--- config.mk ---
export PLATFORM = sky130hd
export DESIGN_NAME = spi_eof_master
export DESIGN_NICKNAME = d
export VERILOG_FILES = /design/src/rtl/spi_eof_pkg.sv /design/src/rtl/spi_eof_fifo.sv /design/src/rtl/spi_eof_tick.sv /design/src/rtl/spi_eof_engine.sv /design/src/rtl/spi_eof_master.sv
export SDC_FILE = /design/constraint.sdc
export NUM_CORES = 1
export LEC_CHECK = 0
export BUFFER_PORTS_ARGS = -buffer_cell sky130_fd_sc_hd__buf_2
export CORE_UTILIZATION = 62
export DETAILED_ROUTE_END_ITERATION = 10
export GPL_TIMING_DRIVEN = 0
export PLACE_DENSITY = 0.81
export SYNTH_ARGS = -nofsm -noshare
export SYNTH_HDL_FRONTEND = slang
export SYNTH_HIERARCHICAL = 1
export SYNTH_SLANG_ARGS = --single-unit
--- constraint.sdc ---
create_clock -name clk_i -period 4.8 [get_ports clk_i]
set_clock_uncertainty 0.1 [all_clocks]
set_input_delay 0.48 -clock clk_i [delete_from_list [all_inputs] [get_ports clk_i]]
set_output_delay 0.48 -clock clk_i [all_outputs]
set_load 0.005 [all_outputs]
--- src/rtl/spi_eof_pkg.sv ---
package spi_eof_pkg;
  localparam int unsigned DATA_W = 8;
  localparam int unsigned DIV_W  = 16;
  localparam int unsigned REG_W  = 32;
  localparam int unsigned ADDR_W = 3;

  localparam logic [ADDR_W-1:0] A_MODE  = 3'd0;
  localparam logic [ADDR_W-1:0] A_DIV   = 3'd1;
  localparam logic [ADDR_W-1:0] A_CMD   = 3'd2;
  localparam logic [ADDR_W-1:0] A_TXD   = 3'd3;
  localparam logic [ADDR_W-1:0] A_RXD   = 3'd4;
  localparam logic [ADDR_W-1:0] A_LEVEL = 3'd5;
  localparam logic [ADDR_W-1:0] A_STAT  = 3'd6;
  localparam logic [ADDR_W-1:0] A_MASK  = 3'd7;

  localparam int unsigned M_FRAME = 11;
  localparam int unsigned M_CPHA  = 12;
  localparam int unsigned M_CPOL  = 13;
  localparam int unsigned M_LSB   = 28;

  localparam int unsigned C_RX_RST = 0;
  localparam int unsigned C_TX_RST = 1;
  localparam int unsigned C_RX_ON  = 2;
  localparam int unsigned C_RX_OFF = 3;
  localparam int unsigned C_TX_ON  = 4;
  localparam int unsigned C_TX_OFF = 5;
  localparam int unsigned C_MARK   = 6;

  typedef enum logic [1:0] {
    ENG_IDLE,
    ENG_SHIFT,
    ENG_GAP
  } eng_state_e;
endpackage

--- src/rtl/spi_eof_fifo.sv ---
module spi_eof_fifo #(
  parameter int unsigned WIDTH = 9,
  parameter int unsigned DEPTH = 16,
  localparam int unsigned AW = (DEPTH > 1) ? $clog2(DEPTH) : 1,
  localparam int unsigned CW = $clog2(DEPTH + 1)
) (
  input  logic             clk_i,
  input  logic             rst_ni,
  input  logic             clr_i,
  input  logic             push_i,
  input  logic [WIDTH-1:0] data_i,
  input  logic             pop_i,
  output logic [WIDTH-1:0] data_o,
  output logic             full_o,
  output logic             empty_o,
  output logic [CW-1:0]    count_o
);
  logic [WIDTH-1:0] mem_q [DEPTH];
  logic [AW-1:0]    wr_ptr_q, rd_ptr_q;
  logic [CW-1:0]    cnt_q;
  logic             do_push, do_pop;

  assign full_o  = (cnt_q == CW'(DEPTH));
  assign empty_o = (cnt_q == '0);
  assign count_o = cnt_q;
  assign data_o  = mem_q[rd_ptr_q];
  assign do_push = push_i && !full_o;
  assign do_pop  = pop_i && !empty_o;

  function automatic logic [AW-1:0] bump(input logic [AW-1:0] p);
    return (p == AW'(DEPTH - 1)) ? '0 : p + 1'b1;
  endfunction

  always_ff @(posedge clk_i or negedge rst_ni) begin
    if (!rst_ni) begin
      wr_ptr_q <= '0;
      rd_ptr_q <= '0;
      cnt_q    <= '0;
    end else if (clr_i) begin
      wr_ptr_q <= '0;
      rd_ptr_q <= '0;
      cnt_q    <= '0;
    end else begin
      if (do_push) wr_ptr_q <= bump(wr_ptr_q);
      if (do_pop)  rd_ptr_q <= bump(rd_ptr_q);
      if (do_push && !do_pop)      cnt_q <= cnt_q + 1'b1;
      else if (do_pop && !do_push) cnt_q <= cnt_q - 1'b1;
    end
  end

  always_ff @(posedge clk_i) begin
    if (do_push && !clr_i) mem_q[wr_ptr_q] <= data_i;
  end
endmodule

--- src/rtl/spi_eof_tick.sv ---
module spi_eof_tick #(
  parameter int unsigned DIV_W = 16
) (
  input  logic             clk_i,
  input  logic             rst_ni,
  input  logic             run_i,
  input  logic [DIV_W-1:0] div_i,
  output logic             tick_o
);
  logic [DIV_W-1:0] cnt_q;

  assign tick_o = run_i && (cnt_q == div_i);

  always_ff @(posedge clk_i or negedge rst_ni) begin
    if (!rst_ni)                cnt_q <= '0;
    else if (!run_i || tick_o)  cnt_q <= '0;
    else                        cnt_q <= cnt_q + 1'b1;
  end
endmodule

--- src/rtl/spi_eof_engine.sv ---
module spi_eof_engine
  import spi_eof_pkg::*;
#(
  parameter int unsigned DW = 8,
  parameter int unsigned DIVW = 16,
  localparam int unsigned EDGES = 2 * DW,
  localparam int unsigned IDX_W = $clog2(EDGES)
) (
  input  logic            clk_i,
  input  logic            rst_ni,
  input  logic            abort_i,
  input  logic            tx_en_i,
  input  logic            cpol_i,
  input  logic            cpha_i,
  input  logic            lsb_i,
  input  logic            frame_en_i,
  input  logic [DIVW-1:0] div_i,
  input  logic            fifo_empty_i,
  input  logic [DW:0]     fifo_data_i,
  output logic            fifo_pop_o,
  output logic            rx_push_o,
  output logic [DW-1:0]   rx_data_o,
  output logic            busy_o,
  output logic            sck_o,
  output logic            mosi_o,
  output logic            ss_n_o,
  input  logic            miso_i
);
  eng_state_e       state_q;
  logic [DW-1:0]    tx_sh_q, rx_sh_q, rx_next;
  logic [IDX_W-1:0] idx_q;
  logic             tag_q, sck_q, mosi_q, ss_n_q;
  logic             tick, start, edge_ev, leading, last, sample, drive;

  function automatic logic out_bit(input logic [DW-1:0] v, input logic lsb);
    return lsb ? v[0] : v[DW-1];
  endfunction

  function automatic logic [DW-1:0] shift_out(input logic [DW-1:0] v, input logic lsb);
    return lsb ? (v >> 1) : (v << 1);
  endfunction

  function automatic logic [DW-1:0] shift_in(input logic [DW-1:0] v, input logic b,
                                             input logic lsb);
    return lsb ? {b, v[DW-1:1]} : {v[DW-2:0], b};
  endfunction

  spi_eof_tick #(.DIV_W(DIVW)) u_tick (
    .clk_i  (clk_i),
    .rst_ni (rst_ni),
    .run_i  ((state_q != ENG_IDLE) && tx_en_i),
    .div_i  (div_i),
    .tick_o (tick)
  );

  assign start   = (state_q == ENG_IDLE) && tx_en_i && !fifo_empty_i && !abort_i;
  assign edge_ev = tick && (state_q == ENG_SHIFT);
  assign leading = !idx_q[0];
  assign last    = (idx_q == IDX_W'(EDGES - 1));
  assign sample  = edge_ev && (cpha_i ? !leading : leading);
  assign drive   = edge_ev && (cpha_i ? leading : (!leading && !last));
  assign rx_next = sample ? shift_in(rx_sh_q, miso_i, lsb_i) : rx_sh_q;

  assign fifo_pop_o = start;
  assign rx_push_o  = edge_ev && last;
  assign rx_data_o  = rx_next;
  assign busy_o     = (state_q != ENG_IDLE);
  assign sck_o      = sck_q ^ cpol_i;
  assign mosi_o     = mosi_q;
  assign ss_n_o     = ss_n_q;

  always_ff @(posedge clk_i or negedge rst_ni) begin
    if (!rst_ni) begin
      state_q <= ENG_IDLE;
      tx_sh_q <= '0;
      rx_sh_q <= '0;
      idx_q   <= '0;
      tag_q   <= 1'b0;
      sck_q   <= 1'b0;
      mosi_q  <= 1'b0;
      ss_n_q  <= 1'b1;
    end else if (abort_i) begin
      state_q <= ENG_IDLE;
      sck_q   <= 1'b0;
      ss_n_q  <= 1'b1;
    end else begin
      unique case (state_q)
        ENG_IDLE: begin
          if (start) begin
            tag_q   <= fifo_data_i[DW];
            rx_sh_q <= '0;
            idx_q   <= '0;
            ss_n_q  <= 1'b0;
            state_q <= ENG_SHIFT;
            if (cpha_i) begin
              tx_sh_q <= fifo_data_i[DW-1:0];
            end else begin
              mosi_q  <= out_bit(fifo_data_i[DW-1:0], lsb_i);
              tx_sh_q <= shift_out(fifo_data_i[DW-1:0], lsb_i);
            end
          end
        end
        ENG_SHIFT: begin
          if (edge_ev) begin
            sck_q   <= !sck_q;
            idx_q   <= idx_q + 1'b1;
            rx_sh_q <= rx_next;
            if (drive) begin
              mosi_q  <= out_bit(tx_sh_q, lsb_i);
              tx_sh_q <= shift_out(tx_sh_q, lsb_i);
            end
            if (last) state_q <= ENG_GAP;
          end
        end
        ENG_GAP: begin
          if (tick) begin
            if (!frame_en_i || tag_q) ss_n_q <= 1'b1;
            state_q <= ENG_IDLE;
          end
        end
        default: state_q <= ENG_IDLE;
      endcase
    end
  end
endmodule

--- src/rtl/spi_eof_master.sv ---
module spi_eof_master
  import spi_eof_pkg::*;
#(
  parameter int unsigned DEPTH = 16,
  localparam int unsigned CNT_W = $clog2(DEPTH + 1)
) (
  input  logic              clk_i,
  input  logic              rst_ni,
  input  logic              reg_we_i,
  input  logic              reg_re_i,
  input  logic [ADDR_W-1:0] reg_addr_i,
  input  logic [REG_W-1:0]  reg_wdata_i,
  output logic [REG_W-1:0]  reg_rdata_o,
  output logic              irq_o,
  output logic              sck_o,
  output logic              mosi_o,
  input  logic              miso_i,
  output logic              ss_n_o
);
  logic [REG_W-1:0]  mode_q, div_reg_q;
  logic              tx_en_q, rx_en_q, mark_q, ovf_q, ovr_q, stat_q, mask_q, tx_idle_q;
  logic              wr_cmd, tx_rst, rx_rst, tx_wr, rx_rd, tx_idle;
  logic              tx_full, tx_empty, rx_full, rx_empty, tx_pop, eng_push, rx_push, eng_busy;
  logic [DATA_W:0]   tx_head;
  logic [DATA_W-1:0] rx_head, eng_rx;
  logic [CNT_W-1:0]  tx_cnt, rx_cnt;
  logic [DIV_W-1:0]  div;

  assign div     = {div_reg_q[15:8], div_reg_q[23:16]};
  assign wr_cmd  = reg_we_i && (reg_addr_i == A_CMD);
  assign tx_rst  = wr_cmd && reg_wdata_i[C_TX_RST];
  assign rx_rst  = wr_cmd && reg_wdata_i[C_RX_RST];
  assign tx_wr   = reg_we_i && (reg_addr_i == A_TXD);
  assign rx_rd   = reg_re_i && (reg_addr_i == A_RXD);
  assign rx_push = eng_push && rx_en_q;
  assign tx_idle = tx_empty && !eng_busy;
  assign irq_o   = stat_q && mask_q;

  spi_eof_fifo #(.WIDTH(DATA_W + 1), .DEPTH(DEPTH)) u_tx_fifo (
    .clk_i   (clk_i),
    .rst_ni  (rst_ni),
    .clr_i   (tx_rst),
    .push_i  (tx_wr),
    .data_i  ({mark_q, reg_wdata_i[DATA_W-1:0]}),
    .pop_i   (tx_pop),
    .data_o  (tx_head),
    .full_o  (tx_full),
    .empty_o (tx_empty),
    .count_o (tx_cnt)
  );

  spi_eof_fifo #(.WIDTH(DATA_W), .DEPTH(DEPTH)) u_rx_fifo (
    .clk_i   (clk_i),
    .rst_ni  (rst_ni),
    .clr_i   (rx_rst),
    .push_i  (rx_push),
    .data_i  (eng_rx),
    .pop_i   (rx_rd),
    .data_o  (rx_head),
    .full_o  (rx_full),
    .empty_o (rx_empty),
    .count_o (rx_cnt)
  );

  spi_eof_engine #(.DW(DATA_W), .DIVW(DIV_W)) u_eng (
    .clk_i        (clk_i),
    .rst_ni       (rst_ni),
    .abort_i      (tx_rst),
    .tx_en_i      (tx_en_q),
    .cpol_i       (mode_q[M_CPOL]),
    .cpha_i       (mode_q[M_CPHA]),
    .lsb_i        (mode_q[M_LSB]),
    .frame_en_i   (mode_q[M_FRAME]),
    .div_i        (div),
    .fifo_empty_i (tx_empty),
    .fifo_data_i  (tx_head),
    .fifo_pop_o   (tx_pop),
    .rx_push_o    (eng_push),
    .rx_data_o    (eng_rx),
    .busy_o       (eng_busy),
    .sck_o        (sck_o),
    .mosi_o       (mosi_o),
    .ss_n_o       (ss_n_o),
    .miso_i       (miso_i)
  );

  always_ff @(posedge clk_i or negedge rst_ni) begin
    if (!rst_ni) begin
      mode_q    <= '0;
      div_reg_q <= '0;
      tx_en_q   <= 1'b0;
      rx_en_q   <= 1'b0;
      mark_q    <= 1'b0;
      ovf_q     <= 1'b0;
      ovr_q     <= 1'b0;
      stat_q    <= 1'b0;
      mask_q    <= 1'b0;
      tx_idle_q <= 1'b1;
    end else begin
      tx_idle_q <= tx_idle;
      if (reg_we_i && reg_addr_i == A_MODE) mode_q    <= reg_wdata_i;
      if (reg_we_i && reg_addr_i == A_DIV)  div_reg_q <= reg_wdata_i;
      if (reg_we_i && reg_addr_i == A_MASK) mask_q    <= reg_wdata_i[0];
      if (wr_cmd) begin
        if (reg_wdata_i[C_TX_OFF])      tx_en_q <= 1'b0;
        else if (reg_wdata_i[C_TX_ON])  tx_en_q <= 1'b1;
        if (reg_wdata_i[C_RX_OFF])      rx_en_q <= 1'b0;
        else if (reg_wdata_i[C_RX_ON])  rx_en_q <= 1'b1;
      end
      if (tx_rst)                                  mark_q <= 1'b0;
      else if (wr_cmd && reg_wdata_i[C_MARK])      mark_q <= 1'b1;
      else if (tx_wr)                              mark_q <= 1'b0;
      if (tx_rst)                   ovf_q <= 1'b0;
      else if (tx_wr && tx_full)    ovf_q <= 1'b1;
      if (rx_rst)                   ovr_q <= 1'b0;
      else if (rx_push && rx_full)  ovr_q <= 1'b1;
      if (tx_idle && !tx_idle_q)    stat_q <= 1'b1;
      else if (reg_we_i && reg_addr_i == A_STAT && reg_wdata_i[0]) stat_q <= 1'b0;
    end
  end

  always_comb begin
    reg_rdata_o = '0;
    unique case (reg_addr_i)
      A_MODE:  reg_rdata_o = mode_q;
      A_DIV:   reg_rdata_o = div_reg_q;
      A_CMD:   reg_rdata_o = {29'b0, mark_q, rx_en_q, tx_en_q};
      A_TXD:   reg_rdata_o = '0;
      A_RXD:   reg_rdata_o = rx_empty ? '0 : {24'b0, rx_head};
      A_LEVEL: reg_rdata_o = {14'b0, ovr_q, ovf_q, 8'(tx_cnt), 8'(rx_cnt)};
      A_STAT:  reg_rdata_o = {31'b0, stat_q};
      A_MASK:  reg_rdata_o = {31'b0, mask_q};
      default: reg_rdata_o = '0;
    endcase
  end
endmodule

==> summary.txt <==
Outcome
  • Outcome: finished clean

Place
  • Placed Instances: 1708
  • Final weighted congestion in routability-driven placement: 0.881
  • Final HPWL from detailed placement: 28.2 mm
  • Port bufs: 74

Worst setup path
  • CP max FO: 10
  • Critical Path Max Stage Delay: 660 ps
  • Worst setup EP type: register
  • Reg2reg end: u_rx_fifo/mem_q[8][1]$_DFFE_PP_
  • Startpoint types: register
  • Reg2Reg Depth: 14
  • WS Path Type: reg -> reg
  • Reg2Reg Launch Point: u_eng/u_tick/cnt_q[5]$_DFF_PN0_
  • Crit path cell chain: clkbuf_2, xnor2_1, nand4_1, nor2_1, and3_1, nand3b_1, buf_2, nor2_1, and2_1, buf_2, inv_1, a211oi_1, nand2_1, nor2_1
  • Critical-path top delay cell: nor2_1
  • R2r setup slk: 220 ps
  • Worst EP required: 4880 ps
  • CP arrival: 4660 ps
  • Critical path's most frequent cell: nor2_1

Clock tree
  • CTS Buf Count: 41
  • CTS clock-pin slew for the worst setup and hold paths: 60 ps
  • Clock Path Buffers: 3
  • Setup Buffers After CTS: 0
  • H-Tree Level Count: 2
  • CTS tree: built
  • Skew-Pair Late Insertion Delay: 550 ps
  • Clock root buffer: clkbuf_16
  • Clk sinks: 412

Global routing
  • Via count of the first global-routing pass: 11700
  • GRT Total Usage: 28.3%
  • GRT overflow: 0
  • First-pass GRT wire length: 66.2 mm
  • Pin count of the biggest net entering global routing: 81
  • Antenna violations before repair: 0

Min path
  • Hold Crit Class: in -> reg
  • Hold Crit Start: reg_wdata_i[26]
  • WHS Path Cells: 2
  • Min-Delay Endpoint: div_reg_q[26]$_DFFE_PN0P_

Die
  • DIE WIDTH: 176 µm
  • DIE HEIGHT: 176 µm
  • Core area: 29800 µm²
  • Core Rows: 63
  • # IOs: 76
  • Starting density of the core: 63.4%
  • DIE AREA: 31100 µm²

Pwr
  • PD cells: 472 nW/µm²
  • Switching share of power: 29.4%
  • Share of power burned in registers: 43.6%
  • Leakage: 8.09 nW
  • Switching pwr: 2.94 mW
  • Max VDD drop: 0.370 mV
  • Clock Power Share: 31.5%
  • Internal power: 7.07 mW
  • Gate power share: 24.9%

Timing
  • RSZ-0062 raised after global routing: yes
  • Setup_tns: 0 ps
  • Min Hold Slack: 66.4 ps
  • Tmin final: 4580 ps
  • Slew Viols, Final: 0
  • Fin. Hold Viols: 0
  • Worst slew pin tran: 1370 ps
  • Final period utilization: 95.5%
  • Worst slew margin: 8.07%
  • F_max: 0.218 GHz
  • Final setup viols: 0

Cells and area
  • Area Overhead vs Synth: 12.3%
  • Layout cells sized above 1: 26.8%
  • ANT cells: 0
  • Fill cell count: 1858
  • Net count, final: 1425
  • Non-filler cells, final: 1783

Route
  • Drt pass-1 iters: 5
  • Initial DRC Count: 1352
  • Routed WL per cell: 24.3 µm
  • Via/cell ratio: 6.50
  • Routed Antenna Nets: 0
  • Detailed-route DRC error count: 0
  • Total number of vias: 11600
  • Final wirelength: 43.3 mm

Yosys
  • Count leader, synth: edfxtp_1
  • Most common library cells after synthesis: edfxtp_1 (272), dfrtp_1 (138), nor2_1 (85), mux2_2 (76), nand2_1 (70)
  • Top cells by area, synth: edfxtp_1 (43%), dfrtp_1 (18%), mux2_2 (4.5%), mux4_1 (4.2%), mux4_2 (3.8%)
  • Average cell area after synthesis: 15.2 µm²
  • Ys Warns: 6
  • Mapped Nets: 1304
  • Cell taking the most area after synthesis: edfxtp_1
  • Seq cells post-synth: 412
  • Post-synth EDFFs: 272
  • Mapped Cells: 1242
  • Async S/R FF share, synth: 34.0%
  • Synth Cell Area: 18900 µm²
  • Most used DFF post-synth: edfxtp_1
  • Top cell type's share of synthesized area: 43.3%
  • Sequential area share after synthesis: 61.8%
  • Synth cell types: 92

Job
  • Max_cap viols: 0
-- routing by layer --
metal / up-vias / GRT usage [%] / wire, µm
li1: 5050 / - / -
met1: 5881 / 39.8 / 17500
met2: 571 / 45.5 / 21100
met3: 90 / 3.92 / 3400
met4: 0 / 10.0 / 1250
met5: - / 0 / 0
-- worst max-delay path, delay by kind of cell (launching register included) --
| family | cells | cell delay, ps |
|---|---|---|
| XOR/XNOR | 1 | 250 |
| flip-flops | 1 | 360 |
| buffers and inverters | 4 | 770 |
| AND/OR/NAND/NOR | 8 | 2290 |
| AO/OA/AOI/OAI | 1 | 450 |
-- worst max path at each step --
stage                                         start                                to  cells past startpoint
finish              u_eng/u_tick/cnt_q[5]$_DFF_PN0_   u_rx_fifo/mem_q[8][1]$_DFFE_PP_                     14
global route        u_eng/u_tick/cnt_q[5]$_DFF_PN0_   u_rx_fifo/mem_q[8][1]$_DFFE_PP_                     14
CTS                 u_eng/u_tick/cnt_q[5]$_DFF_PN0_  u_rx_fifo/count_o[4]$_DFFE_PN0P_                     18
detailed placement  u_eng/u_tick/cnt_q[5]$_DFF_PN0_   u_rx_fifo/mem_q[0][3]$_DFFE_PP_                     14
global placement    u_eng/u_tick/cnt_q[4]$_DFF_PN0_   u_rx_fifo/mem_q[0][1]$_DFFE_PP_                     14
floorplan           u_eng/u_tick/cnt_q[4]$_DFF_PN0_  u_rx_fifo/count_o[4]$_DFFE_PN0P_                     18
-- layout make-up --
class / instances / area (µm²) / area share (%)
repair buffers: 78 / 433 / 2.04
flip-flops and latches: 412 / 11700 / 55.1
multi-input cells: 730 / 6690 / 31.5
clock inverters: 21 / 230 / 1.09
clock buffers: 52 / 1090 / 5.13
plain buffers: 71 / 493 / 2.33
inverters: 29 / 109 / 0.513
well taps: 390 / 488 / 2.30
-- timing repair --
| item | in CTS | in global routing |
|---|---|---|
| endpoints found under the setup margin | 32 | 105 |
| endpoints found under the hold margin | 59 | 0 |
| resized for setup | 4 | 14 |
| cloned | 0 | 0 |
| hold buffers | 1 | 0 |
-- power groups by stage --
stage	combinational [mW]	sequential, mW	clock [mW]
after floorplan	1.82	4.33	0
after global placement	2.35	4.40	0
after detailed placement	2.42	4.42	0
after CTS	2.46	4.35	3.19
after global routing	2.68	4.40	3.33
final	2.49	4.36	3.15
-- metrics by stage --
stage / util (%) / worst slack, ps / power, mW / instance area [µm²]
3_5_place_dp: 66.4 / -79.1 / 6.84 / 19800
6_report: 71.2 / 218 / 10.0 / 21200
3_3_place_gp: 66.2 / 38.1 / 6.75 / 19700
5_1_grt: 71.2 / -79.4 / 10.4 / 21200
2_1_floorplan: - / 1120 / 6.14 / 18900
4_1_cts: 70.9 / 266 / 10.0 / 21100
-- sequential cells by signal (all words and copies together) (netlist names), 2 cells and up --
register and flops:
div_reg_q 32, mode_q 32, u_eng/idx_q 4, u_eng/rx_sh_q 8
u_eng/state_q 2, u_eng/tx_sh_q 8, u_eng/u_tick/cnt_q 16, u_rx_fifo/count_o 5
u_rx_fifo/mem_q 128, u_rx_fifo/rd_ptr_q 4, u_rx_fifo/wr_ptr_q 4, u_tx_fifo/count_o 5
u_tx_fifo/mem_q 144, u_tx_fifo/rd_ptr_q 4, u_tx_fifo/wr_ptr_q 4
-- cells by family (layout without fill, tap and decap cells) --
logic type / count (synthesis) / count (layout) / share of synthesized area, %
buf+inv: 100 / 251 / 3.19
mux: 202 / 202 / 16.2
compound gates: 192 / 192 / 7.72
flops: 412 / 412 / 61.8
xor+xnor: 40 / 40 / 1.86
simple gates: 274 / 274 / 7.66
fa+ha+maj: 22 / 22 / 1.54
-- layout by cell type (no fill, tap or decap), types with 10 or more instances in the layout --
cell	count
mux4_1	30
a221oi_1	19
clkbuf_1	26
nand2b_1	10
buf_2	96
a22o_2	16
o31ai_1	12
buf_6	23
nor2_1	76
a21oi_1	29
nor3_1	10
mux2i_1	48
nor2b_1	19
ha_1	20
inv_1	28
a22oi_1	16
nand2_1	70
o21ai_0	24
xnor2_1	29
dfrtp_1	138
mux4_2	32
nand3_1	15
mux2_2	76
edfxtp_1	272
xor2_1	11
clkbuf_16	41
Power figures use the tool's default switching activity.
